## src/rtl/irq_pin_engine.sv

```systemverilog
module irq_pin_engine #(
  parameter int NPINS        = 8,
  parameter int VEC_W        = 8,
  parameter int DEST_W       = 8,
  parameter int STORM_LIMIT  = 10000,
  parameter int DELAY_CYCLES = 2500000,
  localparam int PIN_W = (NPINS > 1) ? $clog2(NPINS) : 1,
  localparam int CNT_W = $clog2(STORM_LIMIT + 1),
  localparam int TMR_W = $clog2(DELAY_CYCLES + 1)
) (
  input  logic                    clk,
  input  logic                    rst_n,
  input  logic [NPINS-1:0]        line_strobe,
  input  logic [NPINS-1:0]        line_level,
  input  logic [NPINS*VEC_W-1:0]  cfg_vector,
  input  logic [NPINS*DEST_W-1:0] cfg_dest,
  input  logic [NPINS-1:0]        cfg_dest_mode,
  input  logic [NPINS-1:0]        cfg_trig_level,
  input  logic [NPINS*3-1:0]      cfg_dlv_mode,
  input  logic [NPINS-1:0]        cfg_mask,
  input  logic                    directed_eoi,
  input  logic                    eoi_valid,
  input  logic [VEC_W-1:0]        eoi_vector,
  input  logic                    eoi_level,
  output logic                    dlv_valid,
  input  logic                    dlv_ready,
  input  logic                    dlv_hit,
  output logic [PIN_W-1:0]        dlv_pin,
  output logic [VEC_W-1:0]        dlv_vector,
  output logic [DEST_W-1:0]       dlv_dest,
  output logic                    dlv_dest_mode,
  output logic                    dlv_level,
  output logic [2:0]              dlv_mode,
  output logic [NPINS-1:0]        ev_coalesced,
  output logic [NPINS-1:0]        ev_masked,
  output logic [NPINS-1:0]        irq_snapshot,
  output logic [NPINS-1:0]        remote_irr,
  output logic                    storm_wait
);

  logic [NPINS-1:0] irr, delivered, pend;
  logic [CNT_W-1:0] cnt [NPINS];
  logic [TMR_W-1:0] tmr_cnt;
  logic             tmr_on;

  logic [NPINS-1:0] eoi_match, eoi_retry, storm_hit;
  logic [NPINS-1:0] eligible;
  logic             fire, gnt;

  assign fire         = tmr_on && (tmr_cnt == '0);
  assign eligible     = pend & ~cfg_mask;
  assign dlv_valid    = |eligible;
  assign gnt          = dlv_valid && dlv_ready;
  assign irq_snapshot = irr & ~delivered;
  assign storm_wait   = tmr_on;

  always_comb begin
    for (int i = 0; i < NPINS; i++) begin
      eoi_match[i] = eoi_valid && eoi_level && !directed_eoi && cfg_trig_level[i] &&
                     (cfg_vector[i*VEC_W +: VEC_W] == eoi_vector);
      eoi_retry[i] = eoi_match[i] && !cfg_mask[i] && irr[i];
      storm_hit[i] = eoi_retry[i] && (cnt[i] == CNT_W'(STORM_LIMIT - 1));
    end
  end

  always_comb begin
    dlv_pin = '0;
    for (int i = NPINS - 1; i >= 0; i--)
      if (eligible[i]) dlv_pin = PIN_W'(i);
  end

  assign dlv_vector    = cfg_vector[dlv_pin*VEC_W +: VEC_W];
  assign dlv_dest      = cfg_dest[dlv_pin*DEST_W +: DEST_W];
  assign dlv_dest_mode = cfg_dest_mode[dlv_pin];
  assign dlv_level     = cfg_trig_level[dlv_pin];
  assign dlv_mode      = cfg_dlv_mode[dlv_pin*3 +: 3];

  always_ff @(posedge clk) begin
    if (!rst_n) begin
      irr          <= '0;
      delivered    <= '0;
      pend         <= '0;
      remote_irr   <= '0;
      ev_coalesced <= '0;
      ev_masked    <= '0;
      tmr_on       <= 1'b0;
      tmr_cnt      <= '0;
      for (int i = 0; i < NPINS; i++) cnt[i] <= '0;
    end else begin
      ev_coalesced <= '0;
      ev_masked    <= '0;

      if (|storm_hit && (!tmr_on || fire)) begin
        tmr_on  <= 1'b1;
        tmr_cnt <= TMR_W'(DELAY_CYCLES - 1);
      end else if (fire) begin
        tmr_on <= 1'b0;
      end else if (tmr_on) begin
        tmr_cnt <= tmr_cnt - 1'b1;
      end

      if (gnt) begin
        pend[dlv_pin] <= 1'b0;
        if (dlv_level) begin
          if (dlv_hit) remote_irr[dlv_pin] <= 1'b1;
        end else begin
          delivered[dlv_pin] <= 1'b1;
        end
      end

      for (int i = 0; i < NPINS; i++) begin
        if (fire && cfg_trig_level[i] && irr[i] && !remote_irr[i]) begin
          if (cfg_mask[i]) ev_masked[i] <= 1'b1;
          else             pend[i]      <= 1'b1;
        end

        if (line_strobe[i]) begin
          if (!line_level[i]) begin
            irr[i] <= 1'b0;
          end else begin
            irr[i] <= 1'b1;
            if (!cfg_trig_level[i]) delivered[i] <= 1'b0;
            if ((!cfg_trig_level[i] && irr[i]) || (cfg_trig_level[i] && remote_irr[i]))
              ev_coalesced[i] <= 1'b1;
            else if (cfg_mask[i])
              ev_masked[i] <= 1'b1;
            else
              pend[i] <= 1'b1;
          end
        end

        if (eoi_match[i]) begin
          remote_irr[i] <= 1'b0;
          if (storm_hit[i]) begin
            cnt[i] <= '0;
          end else if (eoi_retry[i]) begin
            cnt[i]  <= cnt[i] + 1'b1;
            pend[i] <= 1'b1;
          end else begin
            cnt[i] <= '0;
          end
        end
      end
    end
  end

  assert_storm_arm_on_eoi_R9: assert property (@(posedge clk) disable iff (!rst_n)
    $rose(storm_wait) |-> $past(eoi_valid));

  for (genvar g = 0; g < NPINS; g++) begin : g_chk
    assert_rirr_after_grant_R5: assert property (@(posedge clk) disable iff (!rst_n)
      $rose(remote_irr[g]) |-> $past(dlv_valid && dlv_ready && dlv_hit && dlv_pin == PIN_W'(g)));
    assert_delivered_after_grant_R6: assert property (@(posedge clk) disable iff (!rst_n)
      $rose(delivered[g]) |-> $past(dlv_valid && dlv_ready && !dlv_level && dlv_pin == PIN_W'(g)));
    assert_cnt_below_limit_R9: assert property (@(posedge clk) disable iff (!rst_n)
      cnt[g] < CNT_W'(STORM_LIMIT));
  end

endmodule

```

## config.mk

```make
export PLATFORM = sky130hd
export DESIGN_NAME = irq_pin_engine
export DESIGN_NICKNAME = d
export VERILOG_FILES = /design/src/rtl/irq_pin_engine.sv
export SDC_FILE = /design/constraint.sdc
export NUM_CORES = 1
export LEC_CHECK = 0
export ABC_AREA = 1
export BUFFER_PORTS_ARGS = -buffer_cell sky130_fd_sc_hd__clkbuf_2
export CAP_MARGIN = 15
export CORE_MARGIN = 3
export CORE_UTILIZATION = 45
export CTS_CLUSTER_DIAMETER = 40
export CTS_CLUSTER_SIZE = 20
export DETAILED_ROUTE_END_ITERATION = 8
export GPL_ROUTABILITY_DRIVEN = 0
export PLACE_DENSITY = 0.75
export SLEW_MARGIN = 20
export SYNTH_ARGS = -nofsm -noshare
export SYNTH_HDL_FRONTEND = slang
export SYNTH_SLANG_ARGS = --single-unit
```

## constraint.sdc

```tcl
create_clock -name clk -period 6.8 [get_ports clk]
set_input_delay 0.34 -clock clk [delete_from_list [all_inputs] [get_ports clk]]
set_output_delay 0.34 -clock clk [all_outputs]
set_load 0.02 [all_outputs]
```

======== After elaboration in Yosys (flattened, before gate mapping) ========
Memory sizes are Yosys's and may differ from the RTL's.
Index checks and enable logic that the tools add are counted.
word-level totals
  flip-flop bits (word level) ............. 71
  bits in writable memories ............... 112
  input port bits ......................... 207
  output and inout bits ................... 58
  word-level logic and storage cells ...... 562
  memories ................................ 1
memory list
  name  depth  width  read ports  clocked after Yosys merged registers in  wr ports  RTL line  RTL
  cnt   8      14     8           0                                        8         42        logic [CNT_W-1:0] cnt [NPINS];
operators by class
  $add $sub $neg .......................... 9
  $mul .................................... 1
  $lt $le $gt $ge ......................... 2
  equal/unequal tests ..................... 17
  shift operators ......................... 3
  mux-type cells .......................... 319
  bitwise gates (word level) .............. 34
  reduce and logical (&&, ||, !) cells .... 146
operators by type and width
  kind                                                number
  two-way mux 14 bit                                  24
  two-way mux 1 bit                                   278
  variable part select 64 x 7 -> 8 bit                2
  adder 14 x 1 -> 14 bit, second input constant       8
  equality test 14 bit, second input constant         8
  logical AND 1 bit                                   86
  two-way mux 22 bit                                  3
  equality test 8 bit                                 8
  AND reduction 3 bit                                 9
  logical NOT 1 bit                                   26
  bitwise AND 8 bit                                   3
  two-way mux 3 bit                                   8
  two-way mux 8 bit                                   3
  inverter 8 bit                                      3
  bitwise OR 1 bit                                    24
  variable part select 24 x 6 -> 3 bit                1
  logical NOT 22 bit                                  1
  subtractor 22 x 1 -> 22 bit, second input constant  1
  OR reduction 2 bit                                  9
  bitwise OR 8 bit                                    2
  OR reduction 8 bit                                  2
  logical OR 1 bit                                    9
  binary-select mux 1 bit (select 3 bit)              2
  multiplier 3 x 2 -> 5 bit, second input constant    1
  7 further kinds                                     10

======== Logic depth before layout (Yosys ltp) ========
  word-level depth ........................ 26
  mapped depth ............................ 16
  gate-level depth less buffers ........... 15

======== Least setup slack after synthesis ========
Ideal clock, no wire load.
  path type ............................... input-to-reg
  from .................................... input port eoi_vector[5]
  to ...................................... memory cnt[0][42] in the netlist's numbering (enable)
  setup time .............................. 0.409 ns
  arrival ................................. 2.058 ns
  data required time ...................... 6.391 ns
  slack ................................... 4.333 ns
  cell stages on the path ................. 7
  buffers on the path ..................... 1
  cells stage by stage .................... buf_4 > inv_2 > nand2_1 > o21ai_0 > nor3_1 > nand2_1 > o21ai_0
RTL lines
  item         RTL line  RTL
  from (decl)  23        input logic [VEC_W-1:0] eoi_vector,
  to (decl)    42

======== Worst setup path in the final report ========
  from .................................... register pend[7]
  to ...................................... output port dlv_dest[6]
between the ends
  longest elaborated chain between the ends .. 10
RTL lines
  item                                  RTL line  RTL
  from (decl)                           41        logic [NPINS-1:0] irr, delivered, pend;
  from (signal assigned)                82        pend <= '0;
  from (signal, indexed assignment)     103       pend[dlv_pin] <= 1'b0;
  from (signal, indexed assignment)     114       else pend[i] <= 1'b1;
  bitwise AND 8 bit                     51        assign eligible = pend & ~cfg_mask;
  two-way mux 3 bit (8 in series)       69        if (eligible[i]) dlv_pin = PIN_W'(i);
  variable part select 64 x 7 -> 8 bit  73        assign dlv_dest = cfg_dest[dlv_pin*DEST_W +: DEST_W];
  to (decl)                             30        output logic [DEST_W-1:0] dlv_dest,
Every way passes these cells.

==> flow_summary.rst <==
.. list-table::
   :header-rows: 1

   * - Metric
     - Value
   * - Worst ir drop on vdd
     - 157 uV
   * - Status
     - completed
   * - Number of flip-flops and latches in the synthesized netlist
     - 183
   * - Unrepaired setup endpoints after global routing
     - no
   * - Die Footprint
     - 0.0304 mm^2
   * - Post-placement setup slack
     - 4180 ps
   * - Area added between synthesis and finish
     - 17.4%
   * - Clock period minus worst slack
     - 2960 ps
   * - Crit share post-route
     - 43.6%
   * - Final hold violations
     - 0
   * - Half-perimeter wire length after placement
     - 36300 um
   * - Netlist cell types
     - 55
   * - Remaining max-slew budget at the tightest pin
     - 37.5%
   * - YS warnings
     - 0
   * - Syn Nets
     - 2042
   * - Most used cells in the layout excluding fill and tap cells
     - 433 x sky130_fd_sc_hd__nand2_1, 322 x sky130_fd_sc_hd__nor2_1, 264 x sky130_fd_sc_hd__clkbuf_2
   * - Power Dens Cells
     - 189 mW/mm^2
   * - Worst path required time
     - 6460 ps
   * - Chip Width
     - 174 um
   * - Vertical die dimension
     - 174 um
   * - Vias after detailed routing
     - 13700
   * - Floorplan core area
     - 0.0274 mm^2
   * - Number of max-cap violations
     - 0
   * - Pin count of the biggest net entering global routing
     - 47
   * - Length of routed wiring on met1
     - 17300 um
   * - Cell area after synthesis
     - 0.0128 mm^2
   * - Crit path arrival time
     - 2620 ps
   * - Share of cells above drive strength 1
     - 19.2%
   * - CTS Hold Buffers Added
     - 0
   * - PnR worst setup slack
     - 3840 ps
   * - Top FF cell, synth
     - sky130_fd_sc_hd__edfxtp_1
   * - Clock sinks
     - 183
   * - Iteration-0 DRC Markers
     - 1365
   * - Avg Inst Size Synth
     - 6.99 um^2
   * - H-Tree Depth
     - 4
   * - Placed standard-cell area
     - 0.0144 mm^2
   * - Antenna Nets Post-Route
     - 0
   * - Highest net fanout along the worst path
     - 12
   * - Actual transition at the worst max-transition pin
     - 937 ps
   * - Commonest non-fill, non-tap cell in the layout
     - sky130_fd_sc_hd__nand2_1
   * - Count of port buffers added during placement
     - 264
   * - Uppermost metal layer occupied by signal nets
     - met4
   * - Upper clock frequency limit
     - 0.338 GHz
   * - Clock tree from TritonCTS
     - done
   * - Placed cell count
     - 2434
   * - Wirelength per Cell
     - 18.6 um
   * - Leakage Power
     - 0.00694 uW
   * - Sum of overflow across all layers after global routing
     - 0
   * - Count of standard-cell rows
     - 60
   * - Wire length of the first global-routing pass
     - 70200 um
   * - Number of resized instances in the post-cts repair step
     - 0
   * - Count of mapped cells out of synthesis
     - 1825
   * - Length of the first detailed-routing pass in iterations
     - 6
   * - Power after layout
     - 2830 uW
   * - Maximum buffer depth of the clock tree
     - 2
   * - Number of global-route vias before repair
     - 13000
   * - Post-route cell area
     - 0.0150 mm^2
   * - Register clock-pin slew on the reported worst setup and hold paths
     - 80 ps
   * - DRC Markers
     - 0
   * - Total wire length after detailed routing
     - 46000 um
   * - Met3 Routed Length
     - 4010 um
   * - Critical setup path kind
     - register to primary output
   * - Hold Crit Class
     - primary input to register
   * - Type of origin of the critical path
     - register
   * - Post-synth EDFFs
     - 112
   * - CTS Buf Count
     - 17
   * - Number of buffers inserted to repair setup after CTS
     - 0
   * - Number of antenna violations at the first check in global routing
     - 4
   * - Post-synthesis sequential area ratio
     - 37.5%
   * - Async set-reset flop share out of synthesis
     - 0%
   * - Via density per instance
     - 5.53
   * - Pins over their slew limit
     - 0
   * - Combined global-route utilization of all metal layers
     - 29.7%
   * - Final setup TNS
     - 0 ps
   * - Number of standard cells in the final layout excluding fillers
     - 2470
   * - Effective utilization at floorplan
     - 46.5%
   * - Clock skew
     - 15.6 ps
   * - Insertion delay of the later-clocked pin in the worst-skew pair
     - 460 ps
   * - Nets
     - 2298
   * - Final setup viols
     - 0
   * - Type of destination of the critical path
     - primary output
   * - Routed length on met2
     - 21500 um
   * - Cell at the root of the clock tree
     - sky130_fd_sc_hd__clkbuf_16
   * - Top-level I/O count
     - 265
power by group:
group          total, uW  switching (uW)  internal (uW)  leakage (uW)
registers           1230            26.9           1200       0.00173
logic                557             384            173       0.00492
clock network       1040             515            528      0.000290
cell usage after synthesis, drive strengths merged, types with 7 or more instances:
cell type / n / area, um^2
nand2: 467 / 1960
nor2: 332 / 1340
inv: 247 / 935
nand3: 134 / 676
edfxtp: 112 / 3360
a21oi: 80 / 449
dfxtp: 71 / 1420
nor3: 64 / 345
o21ai: 59 / 295
nand4: 51 / 325
xor2: 35 / 307
buf: 30 / 228
o22ai: 21 / 131
xnor2: 19 / 166
nor3b: 17 / 133
a31oi: 14 / 87.6
ha: 10 / 125
o21a: 9 / 67.6
a211oi: 8 / 70.1
a22o: 8 / 70.1
nor4: 7 / 56.3
per-layer routing:
layer,up-vias,GRT usage (%)
met5,-,0
met3,200,5.37
met1,6222,34.9
met2,739,50.1
met4,0,18.5
li1,6509,-
critical path, cell delays in order, from the launching register on:
cell	delay, ps
sky130_fd_sc_hd__dfxtp_1	370
sky130_fd_sc_hd__inv_1	60
sky130_fd_sc_hd__nor2_1	80
sky130_fd_sc_hd__nand2_1	50
sky130_fd_sc_hd__nand2_1	50
sky130_fd_sc_hd__nand2_1	60
sky130_fd_sc_hd__nand2_2	70
sky130_fd_sc_hd__nand2_4	70
sky130_fd_sc_hd__a21boi_4	310
sky130_fd_sc_hd__nand2_2	250
sky130_fd_sc_hd__inv_2	260
sky130_fd_sc_hd__nand2_1	80
sky130_fd_sc_hd__o2111ai_1	80
sky130_fd_sc_hd__or2_1	180
sky130_fd_sc_hd__clkbuf_2	190
registers in the layout (all words and copies together) (netlist names):
register,cells
ev_masked,8
storm_wait,1
ev_coalesced,8
cnt,112
pend,8
delivered,8
irr,8
tmr_cnt,22
remote_irr,8
kinds of logic (layout without fill, tap and decap cells):
kind of cell / after synthesis / in the layout / share of synthesized area (%)
buffers and inverters: 284 / 553 / 9.33
other: 0 / 4 / 0
AND/OR/NAND/NOR: 1087 / 1087 / 38.7
XOR/XNOR: 54 / 54 / 3.71
AO/OA/AOI/OAI: 207 / 207 / 9.79
flip-flops: 183 / 183 / 37.5
adder cells (fa/ha/maj): 10 / 10 / 0.981
through the flow:
stage | util, % | hold WS, ps
6_report | 54.6 | 112
5_1_grt | 54.6 | 131
4_1_cts | 54.6 | 110
3_5_place_dp | 52.4 | 444
3_3_place_gp | 52.4 | 440
2_1_floorplan | - | 429
area by class of cell:
class / instances / area, um^2
tap: 372 / 465
fill: 2667 / 12400
antenna: 4 / 10.0
clock buffer: 17 / 425
sequential: 183 / 4780
clock inverter: 15 / 178
inverter: 249 / 943
multi-input combinational: 1358 / 6780
timing repair buffer: 272 / 1380
final timing paths:
path	startpoint	end	slack [ps]	cells after the start
setup reg to reg	cnt[1][14]	cnt[1][25]	4560	10
hold reg to reg	delivered[2]	delivered[2]	450	2
hold / removal	cfg_mask[3]	ev_masked[3]	110	3
setup / recovery	pend[7]	dlv_dest[6]	3840	14
Power figures use the tool's default switching activity.
